$ cat src/rtl/dre_pkg.sv
package dre_pkg;
   typedef enum logic [2:0] {
      PH_OPC  = 3'd0,
      PH_ADDR = 3'd1,
      PH_WAIT = 3'd2,
      PH_DATA = 3'd3,
      PH_SKIP = 3'd4
   } phase_t;

   localparam int FIELD_W = 32;
   localparam int CNT_W   = 6;
endpackage

$ cat src/rtl/dre_rx.sv
module dre_rx
   import dre_pkg::*;
(
   input  logic               clk,
   input  logic               rst_n,
   input  logic               shift_en,
   input  logic               dual,
   input  logic [1:0]         io_in,
   output logic [FIELD_W-1:0] sh_nxt
);
   logic [FIELD_W-1:0] sh_q;

   always_comb begin
      if (!shift_en)
         sh_nxt = sh_q;
      else if (dual)
         sh_nxt = {sh_q[FIELD_W-3:0], io_in[1], io_in[0]};
      else
         sh_nxt = {sh_q[FIELD_W-2:0], io_in[0]};
   end

   always_ff @(posedge clk or negedge rst_n) begin
      if (!rst_n) sh_q <= '0;
      else        sh_q <= sh_nxt;
   end
endmodule

$ cat src/rtl/dre_ctrl.sv
module dre_ctrl
   import dre_pkg::*;
#(
   parameter int         ADDR_W     = 17,
   parameter int         DUMMY_CLKS = 8,
   parameter logic [7:0] OP_FAST    = 8'h0B,
   parameter logic [7:0] OP_DOUT    = 8'h3B,
   parameter logic [7:0] OP_DIO     = 8'hBB,
   parameter logic [1:0] KEEP_CODE  = 2'b10
) (
   input  logic               clk,
   input  logic               rst_n,
   input  logic               cs_n,
   input  logic               busy,
   input  logic [FIELD_W-1:0] sh_nxt,
   output logic               shift_en,
   output logic               rx_dual,
   output logic               data_dual,
   output logic               load,
   output logic               drive,
   output logic [ADDR_W-1:0]  ptr
);
   localparam logic [CNT_W-1:0] OPC_LAST   = CNT_W'(7);
   localparam logic [CNT_W-1:0] ADDR1_LAST = CNT_W'(23);
   localparam logic [CNT_W-1:0] ADDR2_LAST = CNT_W'(15);
   localparam logic [CNT_W-1:0] WAIT_LONG  = CNT_W'(DUMMY_CLKS - 1);
   localparam logic [CNT_W-1:0] WAIT_TURN  = '0;

   phase_t             phase_q;
   logic [CNT_W-1:0]   cnt_q, wait_last_q, addr_last, byte_last;
   logic               addr_dual_q, data_dual_q, cont_q;
   logic [ADDR_W-1:0]  ptr_q;
   logic               field_ones, keep;

   always_comb begin
      addr_last  = addr_dual_q ? ADDR2_LAST : ADDR1_LAST;
      byte_last  = data_dual_q ? CNT_W'(3) : CNT_W'(7);
      shift_en   = !cs_n && (phase_q == PH_OPC || phase_q == PH_ADDR);
      rx_dual    = addr_dual_q && (phase_q == PH_ADDR);
      load       = !cs_n && ((phase_q == PH_WAIT && cnt_q == wait_last_q) ||
                             (phase_q == PH_DATA && cnt_q == byte_last));
      drive      = !cs_n && (phase_q == PH_DATA);
      field_ones = &sh_nxt;
      keep       = (sh_nxt[5:4] == KEEP_CODE);
   end

   assign data_dual = data_dual_q;
   assign ptr       = ptr_q;

   always_ff @(posedge clk or negedge rst_n) begin
      if (!rst_n) begin
         phase_q     <= PH_OPC;
         cnt_q       <= '0;
         wait_last_q <= '0;
         addr_dual_q <= 1'b0;
         data_dual_q <= 1'b0;
         cont_q      <= 1'b0;
         ptr_q       <= '0;
      end else if (cs_n) begin
         phase_q     <= cont_q ? PH_ADDR : PH_OPC;
         cnt_q       <= '0;
         addr_dual_q <= cont_q;
         data_dual_q <= cont_q;
         wait_last_q <= WAIT_TURN;
      end else begin
         case (phase_q)
            PH_OPC: begin
               cnt_q <= cnt_q + 1'b1;
               if (cnt_q == OPC_LAST) begin
                  cnt_q <= '0;
                  if (sh_nxt[7:0] == OP_FAST || sh_nxt[7:0] == OP_DOUT) begin
                     phase_q     <= PH_ADDR;
                     addr_dual_q <= 1'b0;
                     data_dual_q <= (sh_nxt[7:0] == OP_DOUT);
                     wait_last_q <= WAIT_LONG;
                  end else if (sh_nxt[7:0] == OP_DIO) begin
                     phase_q     <= PH_ADDR;
                     addr_dual_q <= 1'b1;
                     data_dual_q <= 1'b1;
                     wait_last_q <= WAIT_TURN;
                  end else begin
                     phase_q <= PH_SKIP;
                  end
               end
            end
            PH_ADDR: begin
               cnt_q <= cnt_q + 1'b1;
               if (cnt_q == addr_last) begin
                  cnt_q <= '0;
                  if (addr_dual_q && field_ones) begin
                     cont_q  <= 1'b0;
                     phase_q <= PH_SKIP;
                  end else if (busy) begin
                     phase_q <= PH_SKIP;
                  end else if (addr_dual_q) begin
                     cont_q  <= keep;
                     ptr_q   <= sh_nxt[8 +: ADDR_W];
                     phase_q <= PH_WAIT;
                  end else begin
                     ptr_q   <= sh_nxt[ADDR_W-1:0];
                     phase_q <= PH_WAIT;
                  end
               end
            end
            PH_WAIT, PH_DATA: begin
               cnt_q <= cnt_q + 1'b1;
               if (load) begin
                  cnt_q   <= '0;
                  phase_q <= PH_DATA;
                  ptr_q   <= ptr_q + 1'b1;
               end
            end
            default: phase_q <= PH_SKIP;
         endcase
      end
   end

   AST_PTR_STEP: assert property (@(posedge clk) disable iff (!rst_n)
      (phase_q == PH_DATA && load) |=> ptr_q == ADDR_W'($past(ptr_q) + 1'b1));
   AST_SKIP_HOLD: assert property (@(posedge clk) disable iff (!rst_n)
      (phase_q == PH_SKIP && !cs_n) |=> phase_q == PH_SKIP);
   AST_MODE_STABLE: assert property (@(posedge clk) disable iff (!rst_n)
      !(phase_q == PH_ADDR && !cs_n) |=> $stable(cont_q));
endmodule

$ cat src/rtl/dre_tx.sv
module dre_tx (
   input  logic       clk,
   input  logic       rst_n,
   input  logic       load,
   input  logic       drive,
   input  logic       dual,
   input  logic [7:0] mem_data,
   output logic [1:0] io_out,
   output logic [1:0] io_oe
);
   logic [7:0] dout_q;

   always_ff @(posedge clk or negedge rst_n) begin
      if (!rst_n)      dout_q <= '0;
      else if (load)   dout_q <= mem_data;
      else if (drive)  dout_q <= dual ? {dout_q[5:0], 2'b00} : {dout_q[6:0], 1'b0};
   end

   for (genvar l = 0; l < 2; l++) begin : g_lane
      if (l == 1) begin : g_odd
         assign io_out[l] = dout_q[7];
         assign io_oe[l]  = drive;
      end else begin : g_even
         assign io_out[l] = dual & dout_q[6];
         assign io_oe[l]  = drive & dual;
      end
   end

   AST_LANE_PATTERN: assert property (@(posedge clk) disable iff (!rst_n)
      io_oe != 2'b01);
endmodule

$ cat src/rtl/dualio_read_engine.sv
module dualio_read_engine
   import dre_pkg::*;
#(
   parameter int         ADDR_W     = 17,
   parameter int         DUMMY_CLKS = 8,
   parameter logic [7:0] OP_FAST    = 8'h0B,
   parameter logic [7:0] OP_DOUT    = 8'h3B,
   parameter logic [7:0] OP_DIO     = 8'hBB,
   parameter logic [1:0] KEEP_CODE  = 2'b10
) (
   input  logic              clk,
   input  logic              rst_n,
   input  logic              cs_n,
   input  logic              busy,
   input  logic [1:0]        io_in,
   output logic [1:0]        io_out,
   output logic [1:0]        io_oe,
   output logic [ADDR_W-1:0] mem_addr,
   output logic              mem_rd,
   input  logic [7:0]        mem_data
);
   if (ADDR_W < 8 || ADDR_W > 24) begin : g_bad_addr
      $error("ADDR_W must lie in 8..24");
   end
   if (DUMMY_CLKS < 1 || DUMMY_CLKS > 32) begin : g_bad_wait
      $error("DUMMY_CLKS must lie in 1..32");
   end

   logic [FIELD_W-1:0] sh_nxt;
   logic shift_en, rx_dual, data_dual, load, drive;

   dre_rx u_rx (
      .clk(clk), .rst_n(rst_n), .shift_en(shift_en), .dual(rx_dual),
      .io_in(io_in), .sh_nxt(sh_nxt)
   );

   dre_ctrl #(
      .ADDR_W(ADDR_W), .DUMMY_CLKS(DUMMY_CLKS), .OP_FAST(OP_FAST),
      .OP_DOUT(OP_DOUT), .OP_DIO(OP_DIO), .KEEP_CODE(KEEP_CODE)
   ) u_ctrl (
      .clk(clk), .rst_n(rst_n), .cs_n(cs_n), .busy(busy), .sh_nxt(sh_nxt),
      .shift_en(shift_en), .rx_dual(rx_dual), .data_dual(data_dual),
      .load(load), .drive(drive), .ptr(mem_addr)
   );

   dre_tx u_tx (
      .clk(clk), .rst_n(rst_n), .load(load), .drive(drive), .dual(data_dual),
      .mem_data(mem_data), .io_out(io_out), .io_oe(io_oe)
   );

   assign mem_rd = load;

   AST_OE_CS: assert property (@(posedge clk) disable iff (!rst_n)
      (io_oe != 2'b00) |-> !cs_n);
endmodule

$ cat config.mk
export PLATFORM = sky130hd
export DESIGN_NAME = dualio_read_engine
export DESIGN_NICKNAME = d
export VERILOG_FILES = /design/src/rtl/dre_pkg.sv /design/src/rtl/dre_rx.sv /design/src/rtl/dre_ctrl.sv /design/src/rtl/dre_tx.sv /design/src/rtl/dualio_read_engine.sv
export SDC_FILE = /design/constraint.sdc
export NUM_CORES = 1
export LEC_CHECK = 0
export BUFFER_PORTS_ARGS = -buffer_cell sky130_fd_sc_hd__buf_2
export CORE_AREA = 4 4 91 93
export DETAILED_ROUTE_END_ITERATION = 8
export DIE_AREA = 0 0 95 97
export HOLD_SLACK_MARGIN = 0.15
export PLACE_DENSITY = 0.76
export SLEW_MARGIN = 20
export SYNTH_ARGS = -nofsm -noshare
export SYNTH_HDL_FRONTEND = slang
export SYNTH_SLANG_ARGS = --single-unit
$ cat constraint.sdc
create_clock -name clk -period 3.7 [get_ports clk]
set_input_delay 1.11 -clock clk [delete_from_list [all_inputs] [get_ports clk]]
set_output_delay 1.11 -clock clk [all_outputs]
set_load 0.02 [all_outputs]
Word level (Yosys, flattened, before mapping)
Index checks and enable logic that the tools add are counted.
- mux-type cells: 45
- reduce and logical (&&, ||, !) cells: 25
- equality and inequality tests: 19
- $add $sub $neg: 2
- bitwise logic cells: 3
- operators with widths (operator ; count):
    $mux W17 ; 5
    $mux W32 ; 2
    $mux W6 ; 9
    $pmux W17 S2 ; 1
    $reduce_and A32 Y1 ; 1
    $mux W3 ; 9
    $mux W8 ; 3
    $eq A6 B6 Y1 ; 3
    $pmux W6 S3 ; 1
    $add A17 B1 Y17 const B ; 1
    $mux W1 ; 13
    $reduce_bool A2 Y1 ; 5
    $ne A3 B3 Y1 const B ; 3
    $pmux W3 S3 ; 1
    $eq A8 B4 Y1 const B ; 1
    $eq A8 B6 Y1 const B ; 1
    $eq A8 B8 Y1 const B ; 1
    $ne A2 B2 Y1 const B ; 4
    $logic_and A1 B1 Y1 ; 7
    $add A6 B1 Y6 const B ; 1
    $eq A3 B2 Y1 const B ; 2
    $eq A6 B3 Y1 const B ; 1
    $reduce_and A3 Y1 ; 2
    $reduce_and A6 Y1 ; 1
    other kinds (13) ; 16
- input port bits: 14
- output and inout bits: 22
- word-level logic and storage cells: 103
- register bits after elaboration: 75

Logic depth before layout (Yosys ltp)
- depth after elaboration: 10
- mapped depth: 12
- depth with buffers taken out: 8

Hierarchy
From an unflattened synthesis, not the netlist that was laid out.
- cells, all modules: 455
- area, all modules: 4275.4 um^2
- modules (own cells, without submodules) (module ; area an instance (um^2) ; sequential area each (um^2) ; cells an instance ; times used):
    dre_ctrl ; 2267.2 ; 750.7 ; 270 ; 1
    dre_rx ; 1500.2 ; 800.8 ; 137 ; 1
    dre_tx ; 508.0 ; 200.2 ; 48 ; 1

Worst setup path after synthesis
Ideal clock, no wire load.
- path kind: input to output
- start: in cs_n
- end: out io_oe[0]
- data required time: 2.590 ns
- arrival time: 2.358 ns
- path slack: 0.232 ns
- path buffers: 2
- cell stages on the path: 4
- cell sequence: clkbuf_1 > nor3_1 > clkbuf_1 > and2_1
- word-level cells in the longest chain between the ends: 3
- ends and longest elaborated chain (item ; line ; RTL):
    start: declaration ; dualio_read_engine.sv:13 ; input logic cs_n,
    $logic_not A1 Y1 ; dre_ctrl.sv:42 ; drive = !cs_n && (phase_q == PH_DATA);
    $logic_and A1 B1 Y1 ; dre_ctrl.sv:42 ;
    named net drive ; dualio_read_engine.sv:30 ; logic shift_en, rx_dual, data_dual, load, drive;
    $and A1 B1 Y1 ; dre_tx.sv:25 ; assign io_oe[l] = drive & dual;
    end: declaration ; dualio_read_engine.sv:17 ; output logic [1:0] io_oe,
The timed path passes the listed nets, and every way through them passes these cells.

Worst setup path in the final report
- start: in cs_n
- end: out mem_rd
- word-level cells in the longest chain between the ends: 2
- ends and longest elaborated chain (item ; line ; RTL):
    $logic_not A1 Y1 ; dre_ctrl.sv:40 ; load = !cs_n && ((phase_q == PH_WAIT && cnt_q == wait_last_q) ||
    $logic_and A1 B1 Y1 ; dre_ctrl.sv:40 ;
    end: declaration ; dualio_read_engine.sv:19 ; output logic mem_rd,
No other way between the ends.

==> impl_metrics.tcl <==
set metrics [dict create \
    routed_wl_mm 11.7 \
    crit_required_ns 2.59 \
    clock-sinks 70 \
    cp_data_arrival_time_ns 2.28 \
    post_cts_buffers 0 \
    fin_skew_ns 0.0121 \
    grt_pass1_wl_mm 20.1 \
    design_area_um2 4900 \
    start_util_pct 57.6 \
    clkLatencyLatePin_ns 0.35 \
    cts.path.max_buffers 2 \
    cts_htree_levels 3 \
    powerDensity_nw_per_um2 415 \
    grt_pass1_vias 4060 \
    drive_above_1_share_pct 16.7 \
    crit_path_end_kind "output pin" \
    fillers 671 \
    synth_seq_cells 70 \
    dieArea_um2 9220 \
    avgSynthCellArea_um2 8.42 \
    grt_use_total_pct 27.3 \
    ir_worst_vdd_mv 0.255 \
    status "finished, final reports clean" \
    grt_max_degree 43 \
    min_period_ns 3.39 \
    syn_inst 515 \
    multi_input_area_um2 2340 \
    max_freq_ghz 0.295 \
    std_cell_rows 32 \
    syn_nets 531 \
    r2r_slack_ns 0.60 \
    p_total_mw 2.03 \
    synth_cell_types 63 \
    syn_area_um2 4340 \
    crit_fanout 13 \
    wl_per_cell_um 17.9 \
    ant_nets 0 \
    drc 0 \
    hold_start "u_rx.sh_q[31]" \
    hold_class "flop to flop" \
    yosysSeqAreaShare_pct 40.4 \
    nets 561 \
    cts_tree "yes" \
    slew_viol_final 0 \
    areaGrowthSynthToFinish_pct 13.0 \
    rsz0062_at_grt "false" \
    ys_warn_count 0 \
    reg2reg_from "u_ctrl.phase_q[0]" \
    drt_iter0_drc 448 \
    place_area_um2 4630 \
    synth_flop_cell "dfrtp_1" \
    portBuffers 35 \
    reg2reg_to "u_ctrl.ptr[2]" \
    via_count 4050 \
    cp-start-kind "input port" \
    holdPathStages 2 \
    vias_per_cell 6.21 \
    die_h_um 97 \
    synth_top_area_cell "dfrtp_1" \
    synth_area_leaders "dfrtp_1, nand2_1, mux2i_1, o21ai_0, nor2_1" \
    seq_area_um2 1750 \
    p_leak_nw 2.18 \
    root_buffer "clkbuf_8" \
    ys_async_sr_fraction_pct 100 \
    whs_endpoint "u_rx.sh_q[31]" \
    dp_hpwl_mm 8.23 \
    hold_viol 0 \
    globalplace.congestion 0.927 \
    overflow 0 \
    die_w_um 95 \
    worstSetupPathType "input port to output pin" \
    synth_commonest_cells "nand2_1, dfrtp_1, nor2_1, o21ai_0, a31oi_1" \
    drv_cap 0 \
    synth_top_cell_area_share_pct 40.4 \
    finalSetupTns_ns 0 \
    antenna_cells 0 \
    core_area_um2 7530 \
    antenna_found_initial 0 \
    cts_buffers 9 \
    worstMarginPinSlew_ns 0.940 \
    io_pins 36 \
    timing.final.crit_share_pct 91.6 \
    max_slew_margin_pct 37.0 \
    yosysMostFrequentCell "nand2_1" \
    synth_edf_count 0 \
    holdBufCountCts 0 \
    finalSetupViolations 0 \
    dr.pass1.iters 7 \
    cts.repair.resized 0 \
    ff2ff_path_depth 7 \
    path_clk_slew_ns 0.08 \
]
## stage by stage
step,cells,hold slack (ns),worst slack [ns],util [%]
2_1_floorplan,515,0.433,0.232,-
3_3_place_gp,636,0.458,0.191,61.5
3_5_place_dp,636,0.473,0.104,61.5
4_1_cts,652,0.490,0.326,65.1
5_1_grt,652,0.541,0.242,65.1
6_report,652,0.499,0.312,65.1
## cell families (layout without fill, tap and decap cells)
| logic type | after synthesis | count (layout) | synth area share [%] |
|---|---|---|---|
| AND/OR/NAND/NOR | 225 | 225 | 25.4 |
| AO/OA/AOI/OAI | 137 | 137 | 20.8 |
| flip-flops | 70 | 70 | 40.4 |
| buffers and inverters | 51 | 86 | 5.77 |
| multiplexers | 28 | 28 | 6.69 |
| adder cells (fa/ha/maj) | 2 | 2 | 0.577 |
| XOR/XNOR | 2 | 2 | 0.404 |
## critical path, cell delays in order
cell	delay [ns]
buf_2	0.20
nor2_1	0.17
nand4b_1	0.11
a211o_1	0.30
inv_1	0.17
buf_2	0.21
## registers in the layout, indices dropped and copies added (netlist names)
signal / cells
u_ctrl.phase_q: 3
u_ctrl.wait_last_q: 1
u_ctrl.cont_q: 1
u_ctrl.addr_dual_q: 1
u_rx.sh_q: 32
u_ctrl.cnt_q: 6
u_ctrl.data_dual: 1
u_ctrl.ptr: 17
u_tx.dout_q: 8
## report_power, final
group / switching [mW] / internal, mW
combinational: 0.172 / 0.115
clock: 0.309 / 0.519
sequential: 0.0908 / 0.829
total: 0.572 / 1.46
## layout by cell type, fill, tap and decap left out, types with 3 or more instances in the layout
| cell | count |
|---|---|
| dfrtp_1 | 70 |
| bufinv_16 | 4 |
| a31oi_1 | 22 |
| a21o_1 | 3 |
| nor2_1 | 43 |
| or3_1 | 4 |
| o21a_1 | 3 |
| and2_1 | 3 |
| o22a_1 | 3 |
| o21ai_0 | 33 |
| nand2b_1 | 4 |
| clkbuf_8 | 9 |
| mux2_2 | 7 |
| nand2_1 | 93 |
| o22ai_1 | 12 |
| inv_1 | 14 |
| nand3_1 | 17 |
| a21oi_1 | 20 |
| a22oi_1 | 3 |
| a221o_1 | 3 |
| nand3b_1 | 7 |
| o221ai_1 | 3 |
| and3_1 | 8 |
| o2111ai_1 | 3 |
| nor3_1 | 16 |
| o32a_1 | 8 |
| a211oi_1 | 4 |
| buf_4 | 19 |
| buf_2 | 35 |
| mux2i_1 | 20 |
| nand4_1 | 6 |
## worst max path at each step
stage                    end  from  depth (start not counted)
2_1_floorplan       io_oe[0]  cs_n                          4
3_5_place_dp   u_ctrl.ptr[5]  cs_n                          8
6_report              mem_rd  cs_n                          6
5_1_grt               mem_rd  cs_n                          6
4_1_cts               mem_rd  cs_n                          6
3_3_place_gp   u_ctrl.ptr[5]  cs_n                          8
## final cells by class
class,instances,share of cell area [%]
sequential,70,35.7
clock inverter,7,2.96
multi-input combinational,394,47.8
timing repair buffer,56,7.30
clock buffer,9,2.53
inverter,14,1.07
tap,102,2.60
## metal layers
metal / vias up / part of all wire [%] / wire length [um] / track usage, %
met2: 185 / 47 / 5440 / 41.4
met4: 0 / 2.2 / 253 / 9.32
li1: 1927 / - / - / -
met3: 28 / 7.8 / 908 / 5.91
met5: - / 0 / 0 / 0
met1: 1910 / 44 / 5090 / 38.6
No activity file was read; power rests on OpenSTA's default activity.
